--- src/rtl/psave_pkg.sv ---
package psave_pkg;

  typedef enum logic [1:0] {
    ST_ACTIVE = 2'd0,
    ST_WAKING = 2'd1,
    ST_IDLE   = 2'd2
  } psave_state_e;

  localparam logic [2:0] MODE_OFF     = 3'd0;
  localparam logic [2:0] MODE_TIMED_A = 3'd1;
  localparam logic [2:0] MODE_RTS     = 3'd2;
  localparam logic [2:0] MODE_DTR     = 3'd3;
  localparam logic [2:0] MODE_TIMED_B = 3'd4;

  localparam int unsigned LINE_DTR = 0;
  localparam int unsigned LINE_RTS = 1;
  localparam int unsigned LINE_RXD = 2;
  localparam int unsigned N_LINES  = 3;

endpackage

--- src/rtl/psave_sync.sv ---
module psave_sync #(
  parameter int unsigned WIDTH = 3
) (
  input  logic             clk,
  input  logic             rst_n,
  input  logic [WIDTH-1:0] line_async,
  output logic [WIDTH-1:0] line_lvl,
  output logic [WIDTH-1:0] line_rise
);

  for (genvar i = 0; i < WIDTH; i++) begin : g_line
    logic meta_q;
    logic sync_q;
    logic hist_q;

    always_ff @(posedge clk or negedge rst_n) begin
      if (!rst_n) begin
        meta_q <= 1'b0;
        sync_q <= 1'b0;
        hist_q <= 1'b0;
      end else begin
        meta_q <= line_async[i];
        sync_q <= meta_q;
        hist_q <= sync_q;
      end
    end

    assign line_lvl[i]  = sync_q;
    assign line_rise[i] = sync_q & ~hist_q;
  end

endmodule

--- src/rtl/psave_tick_counter.sv ---
module psave_tick_counter #(
  parameter int unsigned LIMIT = 4
) (
  input  logic clk,
  input  logic rst_n,
  input  logic clear,
  input  logic tick,
  output logic done
);

  localparam int unsigned CW = (LIMIT > 1) ? $clog2(LIMIT) : 1;
  localparam logic [CW-1:0] LAST = CW'(LIMIT - 1);

  logic [CW-1:0] cnt_q;
  logic [CW-1:0] cnt_d;
  logic          cnt_en;
  logic          at_last;

  assign at_last = (cnt_q == LAST);
  assign done    = tick & ~clear & at_last;
  assign cnt_en  = clear | tick;

  always_comb begin
    if (clear || done) begin
      cnt_d = '0;
    end else begin
      cnt_d = cnt_q + 1'b1;
    end
  end

  always_ff @(posedge clk or negedge rst_n) begin
    if (!rst_n) begin
      cnt_q <= '0;
    end else if (cnt_en) begin
      cnt_q <= cnt_d;
    end
  end

endmodule

--- src/rtl/psave_fsm.sv ---
module psave_fsm
  import psave_pkg::*;
(
  input  logic         clk,
  input  logic         rst_n,
  input  logic         m_off,
  input  logic         m_timed,
  input  logic         m_rts,
  input  logic         m_dtr,
  input  logic         hwfc_en,
  input  logic         dtr_lvl,
  input  logic         dtr_rise,
  input  logic         rts_lvl,
  input  logic         rxd_rise,
  input  logic         wake_done,
  input  logic         inact_done,
  output psave_state_e state
);

  psave_state_e state_q;
  psave_state_e state_d;
  logic         hold_lost;
  logic         wake_req;

  assign hold_lost = (m_rts & ~rts_lvl) | (m_dtr & ~dtr_lvl);
  assign wake_req  = (m_timed & dtr_rise)
                   | (m_timed & ~hwfc_en & rxd_rise)
                   | (m_rts & rts_lvl)
                   | (m_dtr & dtr_lvl);

  always_comb begin
    state_d = state_q;
    unique case (state_q)
      ST_ACTIVE: begin
        if (m_off) begin
          state_d = ST_ACTIVE;
        end else if (hold_lost || (m_timed && inact_done)) begin
          state_d = ST_IDLE;
        end
      end
      ST_WAKING: begin
        if (m_off) begin
          state_d = ST_ACTIVE;
        end else if (hold_lost) begin
          state_d = ST_IDLE;
        end else if (wake_done) begin
          state_d = ST_ACTIVE;
        end
      end
      ST_IDLE: begin
        if (m_off) begin
          state_d = ST_ACTIVE;
        end else if (wake_req) begin
          state_d = ST_WAKING;
        end
      end
      default: state_d = ST_ACTIVE;
    endcase
  end

  always_ff @(posedge clk or negedge rst_n) begin
    if (!rst_n) begin
      state_q <= ST_ACTIVE;
    end else begin
      state_q <= state_d;
    end
  end

  assign state = state_q;

endmodule

--- src/rtl/uart_psave_ctrl.sv ---
module uart_psave_ctrl
  import psave_pkg::*;
#(
  parameter int unsigned IDLE_TICKS = 2000,
  parameter int unsigned WAKE_TICKS = 4
) (
  input  logic       clk,
  input  logic       rst_n,
  input  logic [2:0] mode_sel,
  input  logic       hwfc_en,
  input  logic       dtr_in,
  input  logic       rts_in,
  input  logic       rxd_in,
  input  logic       rx_byte_stb,
  input  logic       frame_tick,
  output logic       uart_en,
  output logic       idle_flag,
  output logic       cts_out,
  output logic       rx_valid
);

  logic rst_meta_q;
  logic rst_sync_q;

  always_ff @(posedge clk or negedge rst_n) begin
    if (!rst_n) begin
      rst_meta_q <= 1'b0;
      rst_sync_q <= 1'b0;
    end else begin
      rst_meta_q <= 1'b1;
      rst_sync_q <= rst_meta_q;
    end
  end

  logic m_off;
  logic m_timed;
  logic m_rts;
  logic m_dtr;

  assign m_timed = (mode_sel == MODE_TIMED_A) || (mode_sel == MODE_TIMED_B);
  assign m_rts   = (mode_sel == MODE_RTS);
  assign m_dtr   = (mode_sel == MODE_DTR);
  assign m_off   = ~(m_timed | m_rts | m_dtr);

  logic [N_LINES-1:0] lines_async;
  logic [N_LINES-1:0] lines_lvl;
  logic [N_LINES-1:0] lines_rise;

  assign lines_async[LINE_DTR] = dtr_in;
  assign lines_async[LINE_RTS] = rts_in;
  assign lines_async[LINE_RXD] = rxd_in;

  psave_sync #(
    .WIDTH(N_LINES)
  ) u_sync (
    .clk       (clk),
    .rst_n     (rst_sync_q),
    .line_async(lines_async),
    .line_lvl  (lines_lvl),
    .line_rise (lines_rise)
  );

  psave_state_e state;
  logic         is_active;
  logic         byte_ok;
  logic         wake_done;
  logic         inact_done;
  logic         wake_clear;
  logic         inact_clear;

  assign is_active   = (state == ST_ACTIVE);
  assign byte_ok     = rx_byte_stb & is_active;
  assign wake_clear  = (state != ST_WAKING);
  assign inact_clear = ~is_active | ~m_timed | byte_ok;

  psave_tick_counter #(
    .LIMIT(WAKE_TICKS)
  ) u_wake_cnt (
    .clk  (clk),
    .rst_n(rst_sync_q),
    .clear(wake_clear),
    .tick (frame_tick),
    .done (wake_done)
  );

  psave_tick_counter #(
    .LIMIT(IDLE_TICKS)
  ) u_inact_cnt (
    .clk  (clk),
    .rst_n(rst_sync_q),
    .clear(inact_clear),
    .tick (frame_tick),
    .done (inact_done)
  );

  psave_fsm u_fsm (
    .clk       (clk),
    .rst_n     (rst_sync_q),
    .m_off     (m_off),
    .m_timed   (m_timed),
    .m_rts     (m_rts),
    .m_dtr     (m_dtr),
    .hwfc_en   (hwfc_en),
    .dtr_lvl   (lines_lvl[LINE_DTR]),
    .dtr_rise  (lines_rise[LINE_DTR]),
    .rts_lvl   (lines_lvl[LINE_RTS]),
    .rxd_rise  (lines_rise[LINE_RXD]),
    .wake_done (wake_done),
    .inact_done(inact_done),
    .state     (state)
  );

  assign uart_en   = (state != ST_IDLE);
  assign idle_flag = ~is_active;
  assign cts_out   = (m_dtr && hwfc_en) ? uart_en : 1'b1;
  assign rx_valid  = byte_ok;

endmodule

--- config.mk ---
export PLATFORM = sky130hd
export DESIGN_NAME = uart_psave_ctrl
export DESIGN_NICKNAME = d
export VERILOG_FILES = /design/src/rtl/psave_pkg.sv /design/src/rtl/psave_sync.sv /design/src/rtl/psave_tick_counter.sv /design/src/rtl/psave_fsm.sv /design/src/rtl/uart_psave_ctrl.sv
export SDC_FILE = /design/constraint.sdc
export NUM_CORES = 1
export LEC_CHECK = 0
export ABC_AREA = 1
export ABC_CLOCK_PERIOD_IN_PS = 950
export BUFFER_PORTS_ARGS = -buffer_cell sky130_fd_sc_hd__buf_2
export CAP_MARGIN = 20
export CORE_MARGIN = 2
export CORE_UTILIZATION = 50
export DETAILED_ROUTE_END_ITERATION = 10
export PLACE_DENSITY_LB_ADDON = 0.3
export SYNTH_ARGS = -nofsm -noshare
export SYNTH_HDL_FRONTEND = slang
export SYNTH_SLANG_ARGS = --single-unit
--- constraint.sdc ---
create_clock -name clk -period 0.95 [get_ports clk]
set_input_delay 0.0475 -clock clk [delete_from_list [all_inputs] [get_ports clk]]
set_output_delay 0.0475 -clock clk [all_outputs]
set_load 0.005 [all_outputs]
# Word level (Yosys, flattened, before mapping)
# Index checks and enable logic that the tools add are counted.
# W data, S select, Z words.
dict set report word_totals {
  out_inout_bits 4
  input_bits 11
  register_bits 25
}
dict set report op_classes {
  reduce_logical 8
  add_sub_neg 2
  n_eq_ne 13
  n_bitwise 33
  n_mux 11
}
# operator n
set op_table {}
lappend op_table {{$mux W2} 8}
lappend op_table {{$and A1 B1 Y1} 14}
lappend op_table {{$add A11 B1 Y11 const B} 1}
lappend op_table {{$eq A11 B11 Y1 const B} 1}
lappend op_table {{$mux W11} 1}
lappend op_table {{$or A1 B1 Y1} 10}
lappend op_table {{$not A1 Y1} 9}
lappend op_table {{$eq A3 B2 Y1 const B} 2}
lappend op_table {{$ne A3 B2 Y1 const B} 2}
lappend op_table {{$pmux W2 S3} 1}
lappend op_table {{$eq A2 B2 Y1 const B} 2}
lappend op_table {{$logic_or A1 B1 Y1} 4}
lappend op_table {{$ne A4 B3 Y1 const B} 1}
lappend op_table {{$eq A3 B1 Y1 const B} 1}
lappend op_table {{$eq A3 B3 Y1 const B} 1}
lappend op_table {{$reduce_and A3 Y1} 1}
lappend op_table {{$add A2 B1 Y2 const B} 1}
lappend op_table {{$eq A2 B1 Y1 const B} 1}
lappend op_table {{$logic_and A1 B1 Y1} 2}
lappend op_table {{$logic_not A2 Y1} 1}
lappend op_table {{$ne A2 B1 Y1 const B} 1}
lappend op_table {{$ne A2 B2 Y1 const B} 1}
lappend op_table {{$mux W1} 1}

# Logic depth before layout (Yosys ltp)
dict set report logic_depth {
  depth_word 13
  depth_mapped 9
  ltp_nobuf 9
}

# Cells and area by module
# A second synthesis with hierarchy kept.
dict set report hier_totals {
  cells_unflattened 183
  area_unflattened_um2 1402.6
}
# mod instances cells_each seq_area_each_um2 area_per_inst_um2
set by_module_without_submodules {}
lappend by_module_without_submodules {{psave_tick_counter at u_inact_cnt} 1 86 275.3 660.6}
lappend by_module_without_submodules {psave_sync 1 18 225.2 277.8}
lappend by_module_without_submodules {psave_fsm 1 35 50.0 186.4}
lappend by_module_without_submodules {uart_psave_ctrl 1 27 50.0 158.9}
lappend by_module_without_submodules {{psave_tick_counter at u_wake_cnt} 1 17 50.0 118.9}

# Least setup slack after synthesis
# OpenSTA, ideal clock, no wires.
dict set report synth_path {
  kind {register to register}
  from {register u_inact_cnt.cnt_q[0]}
  to {register u_inact_cnt.cnt_q[8]}
  synth_period_minus_slack_ns 1.339
  path_stages_with_launch 9
  setup_time_ns 0.121
  arrival_time_ns 1.217
  slack_ns -0.389
  cell_sequence {dfrtp_1 -> ha_1 -> nand3_1 -> inv_1 -> nand3_1 -> nand2_2 -> inv_4 -> nand4_1 -> o21ai_1}
}
dict set report synth_via {
  elab_chain_len 4
}
# item line_no
set synth_lines {}
lappend synth_lines {{from (decl)} psave_tick_counter.sv:14} ;# logic [CW-1:0] cnt_q;
lappend synth_lines {{from (signal assigned)} psave_tick_counter.sv:35} ;# cnt_q <= cnt_d;
lappend synth_lines {{parallel branches: the longest is 3 deep, another holds $add A11 B1 Y11} --}
lappend synth_lines {{$mux W11 *} psave_tick_counter.sv:24} ;# if (clear || done) begin
# Every way passes the cells marked *.
# A chain may end at the register's enable or synchronous reset.

# Worst setup path after layout
dict set report layout_path {
  from {register u_fsm.state_q[0] (netlist: u_fsm.state[0])}
  to {output rx_valid}
}
dict set report layout_via {
  elab_chain_len 2
}
# item line_no
set layout_lines {}
lappend layout_lines {{from (decl)} psave_fsm.sv:20} ;# psave_state_e state_q;
lappend layout_lines {{from (signal assigned)} psave_fsm.sv:65} ;# state_q <= state_d;
lappend layout_lines {{$logic_not A2 Y1} uart_psave_ctrl.sv:71} ;# assign is_active = (state == ST_ACTIVE);
lappend layout_lines {{$and A1 B1 Y1} uart_psave_ctrl.sv:72} ;# assign byte_ok = rx_byte_stb & is_active;
lappend layout_lines {{to (decl)} uart_psave_ctrl.sv:19} ;# output logic rx_valid
# No other way between the ends.

==> metrics <==
Initial Util=53.60%; status=complete, but fails checks; Non-Filler Instances=272; CP max FO=2; Reg clk slew, reported paths=140 ps; Root Driver=clkbuf_4; port buffer count=14; Startpoint Class=flop; Fin. Hold Viols=0; Skew-Pair Late Insertion Delay=~320 ps; vias in the first global route=1391; Synth area leader=dfrtp_1; WL final=3332 um; final period utilization=146.5%; Worst EP arrival=1340 ps; DR iter-0 viols=51; design area=1883 um2; Setup violations, final=19; crit path launch=u_fsm.state[0]$_DFFE_PN0P_; via count of the routed design=1377; Clock Skews=12.42 ps; failing checks=setup timing; yosys synthesis warning count=0; RSZ-0062 raised after global routing=yes; Layout area overhead=40.52%; Crit Path Class=flop to primary output; Worst Setup EP=rx_valid; Num CTS Buffers=3; share of cells above drive strength 1=33.47%; Reg2Reg Setup Slack=-400 ps; synth unique cells=22; DR WL/cell=12.25 um; syn avg cell area=7.486 um2; antenna-violating nets left=0; Max Cap Violations=0; Die X=55.77 um; # diodes=0; Filler cells=177; Slew Limit Fails=0; Synth Net Count=192; Pre-antenna DRT Iters=4; area of the die=slightly above 3000 um2; P per Cell Area=1409 nW/um2; clock sink total=25; H-tree depth=1; nets=about 260; I/O pin count=15; footprint of the multi-input gates=654.4 um2; Die H=55.77 um; worst r2r src=u_fsm.state[0]$_DFFE_PN0P_; Seq. cell area=approximately 630 um2; TritonCTS clock tree=done; first-pass GRT wire length=just under 6000 um; vias per cell=5.063; Final Util=about three quarters; Static Leak=0.0009841 uW; Critical Path RT=about 900 ps; hpwl dp=between 2000 and 2500 um; core area=around 2500 um2; upper clock frequency limit=718.4 MHz; post-place instance area=between 1500 and 2000 um2; RePlAce Congestion=0.9051; Post-Synthesis Cells=179; pin count of the biggest net entering global routing=16; Total GRT Usage=around a quarter; CP Capture Type=primary output; RR Endpoint=u_inact_cnt.cnt_q[2]$_DFFE_PN0P_; Synth top area share=46.69%; synthesized area=1340 um2; HP Class=input pin to async pin; synth top area cells=dfrtp_1 47%, nand2_1 13%, inv_1 7.8%; sequential area share after synthesis=46.69%; maximum VDD drop=1.317 mV; Final min period=~1400 ps; worst reg2reg path depth=7; initial antenna violation count=0; dpl cells=261; Fin Hold WS=between 20 and 30 ps; grt ovf=0; Rows=18; Setup WS pre-CTS=-358.4 ps; maximum clock path buffer count=2; setup ws final=-441.9 ps; drt drc=0; Seq cells post-synth=25
## sequential cells by signal, summed over array words and instances, names as in the netlist
signal	flops
u_inact_cnt.cnt_q	11
u_wake_cnt.cnt_q	2
u_fsm.state	2
rst_meta_q	1
u_sync.g_line.hist_q	2
u_sync.g_line.meta_q	3
rst_sync_q	1
u_sync.g_line.sync_q	3
## Yosys cell counts
master and count:
o21ai_0 1, nand2_1 47, nand2_4 1, inv_4 1, inv_1 28, nand4_1 10, dfrtp_1 25, nand3_2 1
ha_1 2, o21ai_1 6, nand2_2 2, nand3b_1 1, nor2_1 24, buf_6 1, inv_2 1, conb_1 1
a21oi_1 1, nor2_4 1, nor3_1 2, xor2_1 2, o31ai_1 2, nand3_1 19
## layout make-up
class,instances,share of cell area [%]
flip-flops and latches,25,33.22
well taps,30,1.993
inverters,30,6.246
clock buffers,4,1.395
multi-input cells,124,34.75
repair buffers,59,22.39
## metal layers
metal  GRT usage [%]  routed length [um]
met1           29.47                1504
met2           42.52                1737
met3           3.023                  69
met4           5.923                  21
met5               0                   0
## report_power, final
group / total (uW) / internal, uW / switching (uW)
clock network: 471 / 164 / 307
registers: 1170 / 1130 / 41.8
logic: 1010 / 499 / 511
total: 2650 / 1790 / 860
## how the worst min path moves through the flow
stage / start / to / slack (ps) / cells past startpoint
after global placement: rst_n / rst_meta_q$_DFF_PN0_ / -170 / 1
after detailed placement: rst_n / rst_meta_q$_DFF_PN0_ / -170 / 1
final: rst_n / rst_sync_q$_DFF_PN0_ / 30 / 2
after global routing: rst_n / rst_meta_q$_DFF_PN0_ / 30 / 2
after floorplan: rst_n / rst_meta_q$_DFF_PN0_ / -250 / 0
after CTS: rst_n / rst_sync_q$_DFF_PN0_ / 10 / 2
## metrics by stage
stage / total power (uW) / TNS, ps
3_3_place_gp: 1927 / -3739
2_1_floorplan: 1555 / -3371
6_report: 2653 / -6478
5_1_grt: 2808 / -8403
4_1_cts: 2538 / -6299
3_5_place_dp: 1964 / -4274
## logic make-up after synthesis
group / count (synthesis) / share of synthesized area [%]
xor+xnor: 2 / 1.307
simple gates: 108 / 36.32
flops: 25 / 46.69
other cells: 1 / 0.2798
fa+ha+maj: 2 / 1.867
buf+inv: 31 / 9.430
compound gates: 10 / 4.107
## layout by cell type (no fill, tap or decap), types with 2 or more instances in the layout
master,n
nand2_1,46
buf_4,40
inv_1,25
dfrtp_1,25
nor2_1,19
nand3_1,16
buf_2,14
nand4_1,10
nand2_2,4
nand3_2,4
o21ai_1,4
dlygate4sd3_1,4
nor2_2,3
nor2_4,3
inv_2,3
clkbuf_4,3
inv_4,2
xor2_1,2
o21ai_2,2
o31ai_1,2
nor3_1,2
## what timing repair did
action | 4_1_cts | 5_1_grt
resized for setup | 7 | 7
gates cloned | 1 | 0
buffers inserted | 1 | 1
endpoints found under the setup margin | 19 | 19
hold buffers | 4 | 0
pin swaps | 4 | 2
hold endpoints to repair | 5 | 0
## worst max-delay path, stage by stage, from the launching register on
cell	delay, ps
dfrtp_1	420
nor2_2	150
buf_4	150
inv_4	30
buf_6	110
nor2_4	80
buf_2	100
(Power assumes the default switching activity.)
